## src/rtl/rtc_indexed.sv

```systemverilog
module rtc_indexed #(
  parameter int TICKS_PER_SEC = 32768,
  parameter int UIP_TICKS     = 8
) (
  input  logic       clk,
  input  logic       rst_n,
  input  logic       timebase_en,
  input  logic       sel_data,
  input  logic       wr_en,
  input  logic       rd_en,
  input  logic [7:0] wdata,
  output logic [7:0] rdata,
  output logic       nmi_mask,
  output logic       irq
);
  localparam int DW = (TICKS_PER_SEC > 2) ? $clog2(TICKS_PER_SEC) : 1;
  localparam logic [DW-1:0] LAST      = DW'(TICKS_PER_SEC - 1);
  localparam logic [DW-1:0] UIP_START = DW'(TICKS_PER_SEC - UIP_TICKS);
  localparam logic [6:0] X_SEC = 7'h00, X_ASEC = 7'h01, X_MIN = 7'h02, X_AMIN = 7'h03,
                         X_HR  = 7'h04, X_AHR  = 7'h05, X_DAY = 7'h07, X_MON  = 7'h08,
                         X_YR  = 7'h09, X_A    = 7'h0A, X_B   = 7'h0B, X_C    = 7'h0C;

  logic [7:0]    idx, sec, min, hr, day, mon, yr, asec, amin, ahr, ctl_b;
  logic [6:0]    ctl_a;
  logic [2:0]    flg;
  logic [DW-1:0] dc;
  logic [14:0]   pcnt, pmask;
  logic [7:0]    n_sec, n_min, n_hr, n_day, n_mon, n_yr;
  logic          alarm_hit;

  function automatic logic [6:0] f2b(input logic [7:0] v, input logic bin);
    return bin ? v[6:0] : ({3'b0, v[7:4]} * 7'd10 + {3'b0, v[3:0]});
  endfunction

  function automatic logic [7:0] b2f(input logic [6:0] n, input logic bin);
    return bin ? {1'b0, n} : ({1'b0, n} + 8'd6 * {1'b0, n / 7'd10});
  endfunction

  function automatic logic [6:0] month_len(input logic [6:0] m, input logic [1:0] ylo);
    case (m)
      7'd2:                        return (ylo == 2'd0) ? 7'd29 : 7'd28;
      7'd4, 7'd6, 7'd9, 7'd11:     return 7'd30;
      default:                     return 7'd31;
    endcase
  endfunction

  wire bin_m  = ctl_b[2];
  wire h24_m  = ctl_b[1];
  wire roll   = timebase_en && (dc == LAST);
  wire uip    = (dc >= UIP_START);
  wire c_read = rd_en && sel_data && (idx[6:0] == X_C);
  wire [3:0] rate = ctl_a[3:0];
  assign pmask = (15'd1 << (rate - 4'd1)) - 15'd1;
  wire per_evt = timebase_en && (rate >= 4'd3) && ((pcnt & pmask) == pmask);
  wire irq_any = |(flg & ctl_b[6:4]);

  assign nmi_mask = idx[7];
  assign irq      = irq_any;

  always_comb begin
    logic [6:0] s, m, h, d, mo, y, hb, h12;
    s  = f2b(sec, bin_m);
    m  = f2b(min, bin_m);
    d  = f2b(day, bin_m);
    mo = f2b(mon, bin_m);
    y  = f2b(yr, bin_m);
    hb = f2b({1'b0, hr[6:0]}, bin_m);
    if (h24_m)               h = hb;
    else if (hb == 7'd12)    h = hr[7] ? 7'd12 : 7'd0;
    else                     h = hr[7] ? hb + 7'd12 : hb;
    s = s + 7'd1;
    if (s == 7'd60) begin
      s = 7'd0; m = m + 7'd1;
      if (m == 7'd60) begin
        m = 7'd0; h = h + 7'd1;
        if (h == 7'd24) begin
          h = 7'd0; d = d + 7'd1;
          if (d > month_len(mo, y[1:0])) begin
            d = 7'd1; mo = mo + 7'd1;
            if (mo == 7'd13) begin
              mo = 7'd1; y = y + 7'd1;
              if (y == 7'd100) y = 7'd0;
            end
          end
        end
      end
    end
    h12   = (h == 7'd0) ? 7'd12 : (h > 7'd12) ? h - 7'd12 : h;
    n_sec = b2f(s, bin_m);
    n_min = b2f(m, bin_m);
    n_hr  = h24_m ? b2f(h, bin_m) : (b2f(h12, bin_m) | {h >= 7'd12, 7'd0});
    n_day = b2f(d, bin_m);
    n_mon = b2f(mo, bin_m);
    n_yr  = b2f(y, bin_m);
    alarm_hit = (n_sec == asec) && (n_min == amin) && (n_hr == ahr);
  end

  always_comb begin
    rdata = 8'h00;
    if (!sel_data) rdata = idx;
    else begin
      case (idx[6:0])
        X_SEC:  rdata = sec;
        X_ASEC: rdata = asec;
        X_MIN:  rdata = min;
        X_AMIN: rdata = amin;
        X_HR:   rdata = hr;
        X_AHR:  rdata = ahr;
        X_DAY:  rdata = day;
        X_MON:  rdata = mon;
        X_YR:   rdata = yr;
        X_A:    rdata = {uip, ctl_a};
        X_B:    rdata = ctl_b;
        X_C:    rdata = {irq_any, flg, 4'b0};
        default: rdata = 8'h00;
      endcase
    end
  end

  always_ff @(posedge clk or negedge rst_n) begin
    if (!rst_n) begin
      idx <= '0; sec <= '0; min <= '0; hr <= '0; day <= 8'h01; mon <= 8'h01; yr <= '0;
      asec <= '0; amin <= '0; ahr <= '0;
      ctl_a <= 7'h20; ctl_b <= 8'h02; flg <= '0; dc <= '0; pcnt <= '0;
    end else begin
      if (timebase_en) begin
        dc   <= roll ? '0 : dc + 1'b1;
        pcnt <= pcnt + 15'd1;
      end
      if (roll) begin
        sec <= n_sec; min <= n_min; hr <= n_hr;
        day <= n_day; mon <= n_mon; yr <= n_yr;
      end
      flg <= (c_read ? 3'b000 : flg) | {per_evt, roll && alarm_hit, roll};
      if (wr_en && !sel_data) idx <= wdata;
      if (wr_en && sel_data) begin
        case (idx[6:0])
          X_SEC:  sec   <= wdata;
          X_ASEC: asec  <= wdata;
          X_MIN:  min   <= wdata;
          X_AMIN: amin  <= wdata;
          X_HR:   hr    <= wdata;
          X_AHR:  ahr   <= wdata;
          X_DAY:  day   <= wdata;
          X_MON:  mon   <= wdata;
          X_YR:   yr    <= wdata;
          X_A:    ctl_a <= wdata[6:0];
          X_B:    ctl_b <= wdata;
          default: ;
        endcase
      end
    end
  end

  // the mask pin follows the top bit of the index byte just written
  a_r1_mask_follows: assert property (@(posedge clk) disable iff (!rst_n)
    (wr_en && !sel_data) |=> (nmi_mask == $past(wdata[7])));

  // seconds move only on an advance or a software write
  a_r3_sec_quiet: assert property (@(posedge clk) disable iff (!rst_n)
    (!roll && !(wr_en && sel_data)) |=> $stable(sec));

  // the update warning ends only through an advance
  a_r7_uip_ends_on_roll: assert property (@(posedge clk) disable iff (!rst_n)
    $fell(uip) |-> $past(roll));

  // a periodic event always leaves its flag set
  a_r8_pf_set: assert property (@(posedge clk) disable iff (!rst_n)
    per_evt |=> flg[2]);

  // an advance always leaves the update-ended flag set
  a_r10_uf_set: assert property (@(posedge clk) disable iff (!rst_n)
    roll |=> flg[0]);

  // reading the flag register with no new event drops the interrupt
  a_r11_read_clears: assert property (@(posedge clk) disable iff (!rst_n)
    (c_read && !roll && !per_evt) |=> !irq);
endmodule

```

## config.mk

```make
export PLATFORM = sky130hd
export DESIGN_NAME = rtc_indexed
export DESIGN_NICKNAME = d
export VERILOG_FILES = /design/src/rtl/rtc_indexed.sv
export SDC_FILE = /design/constraint.sdc
export NUM_CORES = 1
export LEC_CHECK = 0
export ABC_AREA = 1
export BUFFER_PORTS_ARGS = -buffer_cell sky130_fd_sc_hd__buf_4
export CAP_MARGIN = 40
export CORE_UTILIZATION = 66
export CTS_CLUSTER_DIAMETER = 120
export DETAILED_ROUTE_END_ITERATION = 10
export PLACE_DENSITY_LB_ADDON = 0.3
export SLEW_MARGIN = 20
export SYNTH_ARGS = -nofsm -noshare
export SYNTH_HDL_FRONTEND = slang
export SYNTH_SLANG_ARGS = --single-unit
```

## constraint.sdc

```tcl
create_clock -name clk -period 11.4 [get_ports clk]
set_clock_uncertainty 0.2 [all_clocks]
set_input_delay 0 -clock clk [delete_from_list [all_inputs] [get_ports clk]]
set_output_delay 0 -clock clk [all_outputs]
set_load 0.01 [all_outputs]
```

=== Yosys cells after proc, flatten, opt, wreduce, memory -nomap -nowiden ===
Cells that the tools add are included.

* Output and inout bits: 10
* Flip-flop bits (word level): 128
* Logic and storage cells: 186
* Input port bits: 14

* Shift-type cells: 1
* Bitwise operators: 4
* Magnitude comparators: 5
* Multiply operators: 13
* Reduce and logical (&&, ||, !) cells: 21
* Add/subtract/negate cells: 25
* Muxes and demuxes: 68
* Div/mod/pow operators: 7
* Equal/unequal tests: 27

{| class="wikitable"
|+ Operator list
! kind !! count
|-
| 7-bit 2-to-1 mux || 35
|-
| 8-bit 2-to-1 mux || 27
|-
| 8-bit case mux with 12 select lines || 1
|-
| 7-bit by 4-bit == test with 1-bit output, second input constant || 9
|-
| 7-bit by 8-bit adder with 8-bit output || 7
|-
| 7-bit by 4-bit divider with 7-bit output, second input constant || 7
|-
| 2-bit by 7-bit multiplier with 7-bit output, first input constant || 7
|-
| 7-bit by 1-bit adder with 7-bit output, second input constant || 6
|-
| 7-bit by 4-bit adder with 7-bit output || 6
|-
| 7-bit by 3-bit == test with 1-bit output, second input constant || 5
|-
| 15-bit by 1-bit adder with 15-bit output, second input constant || 2
|-
| 4-bit by 3-bit multiplier with 6-bit output, second input constant || 5
|-
| 8-bit == test || 3
|-
| 7-bit by 2-bit == test with 1-bit output, second input constant || 3
|-
| 15-bit AND || 1
|-
| 15-bit == test || 1
|-
| 15-bit == test, second input constant || 1
|-
| 15-bit greater-or-equal comparator, second input constant || 1
|-
| 15-bit 2-to-1 mux || 1
|-
| 1-bit by 4-bit left shift with 15-bit output, first input constant || 1
|-
| 15-bit by 1-bit subtractor with 15-bit output, second input constant || 1
|-
| 7-bit by 6-bit == test with 1-bit output, second input constant || 2
|-
| 7-bit zero test || 2
|-
| 1-bit logical AND || 10
|-
| 23 further kinds || 27
|}

=== Depth between registers and ports, before layout ===
* Depth in word-level cells: 25
* Mapped depth: 71
* Gate-level depth less buffers: 71

=== Least setup slack after synthesis ===
Ideal clock, no wire load.

* Path kind: register to register
* Start point: register hr[4]
* End point: register flg[1]
* Arrival time: 7.760 ns
* Setup time: 0.117 ns
* Path buffers: 0
* Clock period less this slack: 8.077 ns
* Stages on the path, launching flop included: 69
* Required time: 11.083 ns
* Slack: 3.323 ns
* Cells stage by stage: dfrtp_1 > ha_1 > ha_1 > xor2_1 > nand2_1 > o21ai_1 > inv_1 > ha_1 > nand2_1 > nor2_1 > nand3_2 > nor2_4 > nand2_2 > nand2_1 > nand2_1 > nand2_1 > nand2_1 > nor2_1 > [33 not listed] > fa_1 > xor2_1 > ha_1 > inv_1 > o31ai_1 > inv_1 > nor2_1 > o21ai_0 > a21oi_1 > o21ai_0 > o31ai_1 > nand2_1 > nand4_1 > nor2_1 > nand3_1 > nor2_1 > nand3_1 > nand2_1

* Word-level cells in the longest chain between the ends: 25
* Elaborated cells on any way between the ends: 33
* Classes of those cells: add/sub (6); mul (3); div (2); order compare (2); eq/ne (3); mux (12); bitwise (2); reduce/logical (3)

{| class="wikitable"
|+ RTL lines
! item !! RTL line !! source
|-
| start, declared || 23 || <nowiki>logic [7:0] idx, sec, min, hr, day, mon, yr, asec, amin, ahr, ctl_b;</nowiki>
|-
| start signal, assigned || 131 || <nowiki>sec <= n_sec; min <= n_min; hr <= n_hr;</nowiki>
|-
| start signal, assigned || 142 || <nowiki>X_HR: hr <= wdata;</nowiki>
|-
| 3-bit by 3-bit multiplier with 6-bit output || 32 || <nowiki>return bin ? v[6:0] : ({3'b0, v[7:4]} * 7'd10 + {3'b0, v[3:0]});</nowiki>
|-
| 7-bit by 4-bit adder with 7-bit output || 32 ||
|-
| 7-bit 2-to-1 mux * || 32 ||
|-
| 7-bit by 4-bit adder with 7-bit output || 70 || <nowiki>else h = hr[7] ? hb + 7'd12 : hb;</nowiki>
|-
| 7-bit 2-to-1 mux || 70 ||
|-
| 7-bit 2-to-1 mux || 69 || <nowiki>else if (hb == 7'd12) h = hr[7] ? 7'd12 : 7'd0;</nowiki>
|-
| 7-bit 2-to-1 mux * || 68 || <nowiki>if (h24_m) h = hb;</nowiki>
|-
| 7-bit by 1-bit adder with 7-bit output || 75 || <nowiki>m = 7'd0; h = h + 7'd1;</nowiki>
|-
| [9 not listed] || n/a ||
|-
| 7-bit by 8-bit adder with 8-bit output || 36 || <nowiki>return bin ? {1'b0, n} : ({1'b0, n} + 8'd6 * {1'b0, n / 7'd10});</nowiki>
|-
| 8-bit 2-to-1 mux || 36 ||
|-
| 8-bit OR || 91 || <nowiki>n_hr = h24_m ? b2f(h, bin_m) : (b2f(h12, bin_m) | {h >= 7'd12, 7'd0});</nowiki>
|-
| 8-bit 2-to-1 mux * || 91 ||
|-
| 8-bit == test * || 95 || <nowiki>alarm_hit = (n_sec == asec) && (n_min == amin) && (n_hr == ahr);</nowiki>
|-
| 1-bit logical AND * || 95 ||
|-
| 1-bit logical AND * || 134 || <nowiki>flg <= (c_read ? 3'b000 : flg) | {per_evt, roll && alarm_hit, roll};</nowiki>
|-
| 3-bit OR * || 134 ||
|-
| end signal, assigned || 134 ||
|-
| end, declared || 25 || <nowiki>logic [2:0] flg;</nowiki>
|}

Every way passes the cells marked *; elsewhere a longest branch is shown, timed or not.
A chain may end at the register's enable or synchronous reset.

=== Worst setup path in the final report ===
* Start point: register sec[5]
* End point: register flg[1]

* Word-level cells in the longest chain between the ends: 19
* Elaborated cells on any way between the ends: 39
* Classes of those cells: add/sub (7); mul (5); div (4); order compare (2); eq/ne (4); mux (11); bitwise (2); reduce/logical (4)

{| class="wikitable"
|+ RTL lines
! item !! RTL line !! source
|-
| start, declared || 23 ||
|-
| start signal, assigned || 131 ||
|-
| start signal, assigned || 138 || <nowiki>X_SEC: sec <= wdata;</nowiki>
|-
| 4-bit by 3-bit multiplier with 6-bit output || 32 ||
|-
| 7-bit by 4-bit adder with 7-bit output || 32 ||
|-
| 7-bit 2-to-1 mux * || 32 ||
|-
| 7-bit by 1-bit adder with 7-bit output * || 71 || <nowiki>s = s + 7'd1;</nowiki>
|-
| 7-bit by 6-bit == test with 1-bit output || 72 || <nowiki>if (s == 7'd60) begin</nowiki>
|-
| 7-bit 2-to-1 mux || 72 ||
|-
| 7-bit by 4-bit subtractor with 7-bit output / 7-bit by 4-bit > comparator with 1-bit output (equally long branches) || 88 || <nowiki>h12 = (h == 7'd0) ? 7'd12 : (h > 7'd12) ? h - 7'd12 : h;</nowiki>
|-
| 7-bit 2-to-1 mux (2 in a row) || 88 ||
|-
| [2 not listed] || n/a ||
|-
| 7-bit by 8-bit adder with 8-bit output || 36 ||
|-
| 8-bit 2-to-1 mux || 36 ||
|-
| 8-bit OR || 91 ||
|-
| 8-bit 2-to-1 mux || 91 ||
|-
| 8-bit == test || 95 ||
|-
| 1-bit logical AND * || 95 ||
|-
| 1-bit logical AND * || 134 ||
|-
| 3-bit OR * || 134 ||
|}

Marked as above.

==> impl_metrics.toml <==
[logic_synthesis]
syn_nets = 2323
netlist_top_cells_count = "494 x nand2_1, 303 x inv_1, 179 x nor2_1"
netlist_instances = 2141
synthAdderAreaFrac = 0.1545
synth-seq-cells = 128
synth_top_family_by_area = "simple AND/OR/NAND/NOR gates"
yosys-top-cells-area = "dfrtp_1 21%, nand2_1 13%, ha_1 12%"
synth_top_area_cell = "dfrtp_1"
synth.area.mux_share = 0.0006753
synth.distinct_cells = 77
syn_area_sq_um = 14820
synth-simple-area-share = 0.2754
synth_ff_type = "dfrtp_1"
synth-edff-count = 0
synthXorXnorAreaFrac = 0.06872
yosysMostFrequentCell = "nand2_1"
async_flop_share = 1.000
ys_warn_count = 0
synth_compound_area_frac = 0.1823
yosys.area.top_type_share = 0.2094
syn_area_per_cell_sq_um = 6.923
ys_seq_area_frac = 0.2164

[global_routing]
grtUsageTotal = 0.3645
grt-ovfl-total = 0
grt_max_degree = 67
grt_pass1_vias = 14330
grt_antenna_before_repair = 0
grt_pass1_wl_mm = 68.74

[timing]
fin_setup_tns_ns = 0
timing.final.crit_share = 0.8295
slew_violations = 0
tightest_slew_ns = 0.7745
period_needed_ns = 9.457
slew_headroom = 0.4831
rsz0062_at_grt = "false"
fmax_ghz = 0.1057
setup_viol = 0
hold_violations = 0
holdWs_ns = 0.03108

[setup_path]
r2r_setup_slack_ns = 1.94
cp_max_fo = 12
arrival_ns = 9.63
crit_type = "flop to flop"
worst_path_max_delay_cell = "fa_1"
cp.required_ns = 11.57
reg2reg_to = "flg[1]"
reg2regPathDepth = 55
crit_top_cell = "nand2_1"
cp-start-kind = "flop"
crit_path_end_kind = "flop"
crit_path_max_incr_delay_ns = 0.49
rr_startpoint = "sec[5]"

[floorplanning]
rows = 54
initial_core_util = 0.6771
core-area_sq_um = 21890
die_x_um = 151.9
dieHeight_um = 151.9
die_area_sq_um = 23060
ios = 24

[final_layout]
nets = 2343
multi_input_area_sq_um = 10100
seqCellArea_sq_um = 3209
post-route-util = 0.7302
fillers = 1736
syn_to_final_growth_pct = 7.851
antenna_cells = 0
layout-drive-gt1-share = 0.09660

[drt]
wl_per_cell_um = 17.07
dr.pass1.iters = 6
antenna_left = 0
via_count = 14890
drtIter0Drc = 1736
drc = 0
drt_wl_total_mm = 41.88
vias_per_cell = 6.069

[cts]
cts.clk_slew.worst_paths_ns = 0.06
htree_levels = 4
cts_tree = "built"
ctsRootBufferMaster = "clkbuf_16"
clk_latency_ns = 0.44
ctsResizeCount = 0
cts.sinks = 128
cts_made_buffers = 17
cts.path.max_buffers = 2

[placed_design]
hpwl_mm = 31.57
port_buffers = 23
finalWeightedCongestion = 0.9936

[worst_hold_path]
min_path_cells = 3
hp-start = "wdata[3]"
hp-class = "input port to flop"
hold_end = "ctl_a[3]"

[run_status]
outcome = "completed"

[run]
cap_violations = 0
==> layout make-up <==
class                      count  area share
clock buffer                  18     0.02747
clock inverter                14    0.009784
inverter                     337     0.07968
multi-input combinational   1626      0.6320
sequential                   128      0.2008
tap                          280     0.02192
timing repair buffer          51     0.02841
==> placed cells by master, fill, tap and decap left out, types with 6 or more instances in the layout <==
master,count
o22ai_1,17
o21ai_2,11
o31ai_1,7
xor2_1,77
nand3_2,11
dlygate4sd3_1,11
xnor2_1,30
ha_1,143
fa_1,25
nor2_1,179
clkbuf_16,17
nor4_1,6
o21ai_0,147
inv_2,30
a22oi_1,25
o21bai_1,7
or2_2,6
a211oi_1,6
nand2_1,494
and2_1,6
clkinvlp_4,6
nand3b_1,7
a21oi_1,102
nand3_1,92
a221oi_1,28
nand2_4,8
nor3_1,23
a32oi_1,12
o211ai_1,7
nor2_2,10
nand2_2,22
inv_1,303
nand4_1,20
a31oi_1,13
buf_4,37
o21ai_1,21
dfrtp_1,123
==> timing repair <==
| item | CTS | global route |
|---|---|---|
| buffers inserted | 0 | 0 |
| hold endpoints to repair | 112 | 12 |
| hold buffers | 10 | 1 |
==> routing by layer <==
layer	wire length, um	GRT usage
met5	0	0
met4	1761	0.1714
met2	19470	0.6026
met1	16790	0.4551
met3	3849	0.07558
==> through the flow <==
stage	area (sq um)	setup slack, ns	cells
floorplan	14820	3.323	2141
global placement	15180	2.441	2403
detailed placement	15220	2.070	2408
CTS	15910	2.063	2450
global route	15990	1.140	2454
finish	15990	1.943	2454
==> sequential cells by signal, indices dropped and copies added, names as in the netlist <==
name / flops
dc: 15
asec: 8
min: 8
ctl_a: 7
flg: 3
yr: 8
ctl_b: 8
sec: 8
day: 8
pcnt: 15
mon: 8
idx: 8
hr: 8
ahr: 8
amin: 8
==> worst max path at each step <==
stage | start | to | slack [ns] | cells after the start
6_report | sec[5] | flg[1] | 1.94 | 55
2_1_floorplan | hr[4] | flg[1] | 3.32 | 68
3_5_place_dp | sec[5] | flg[1] | 2.07 | 54
5_1_grt | ctl_b[2] | flg[1] | 1.14 | 67
4_1_cts | sec[5] | flg[1] | 2.06 | 55
3_3_place_gp | sec[5] | flg[1] | 2.44 | 54
==> critical path, delay by kind of cell, from the launching register on <==
kind	cells	cell delay (ns)
compound gates	10	1.81
xor+xnor	3	0.82
simple gates	27	3.33
buf+inv	8	0.72
fa+ha+maj	7	2.04
flops	1	0.48
==> cell families after synthesis <==
kind of cell,count (synthesis)
XOR/XNOR,112
flip-flops,128
multiplexers,1
adder cells (fa/ha/maj),168
buffers and inverters,387
AND/OR/NAND/NOR,908
AO/OA/AOI/OAI,437
Power is left out: the tool's default activity adds up to more than one toggle a clock period on the data nets, which glitch-free logic cannot reach.
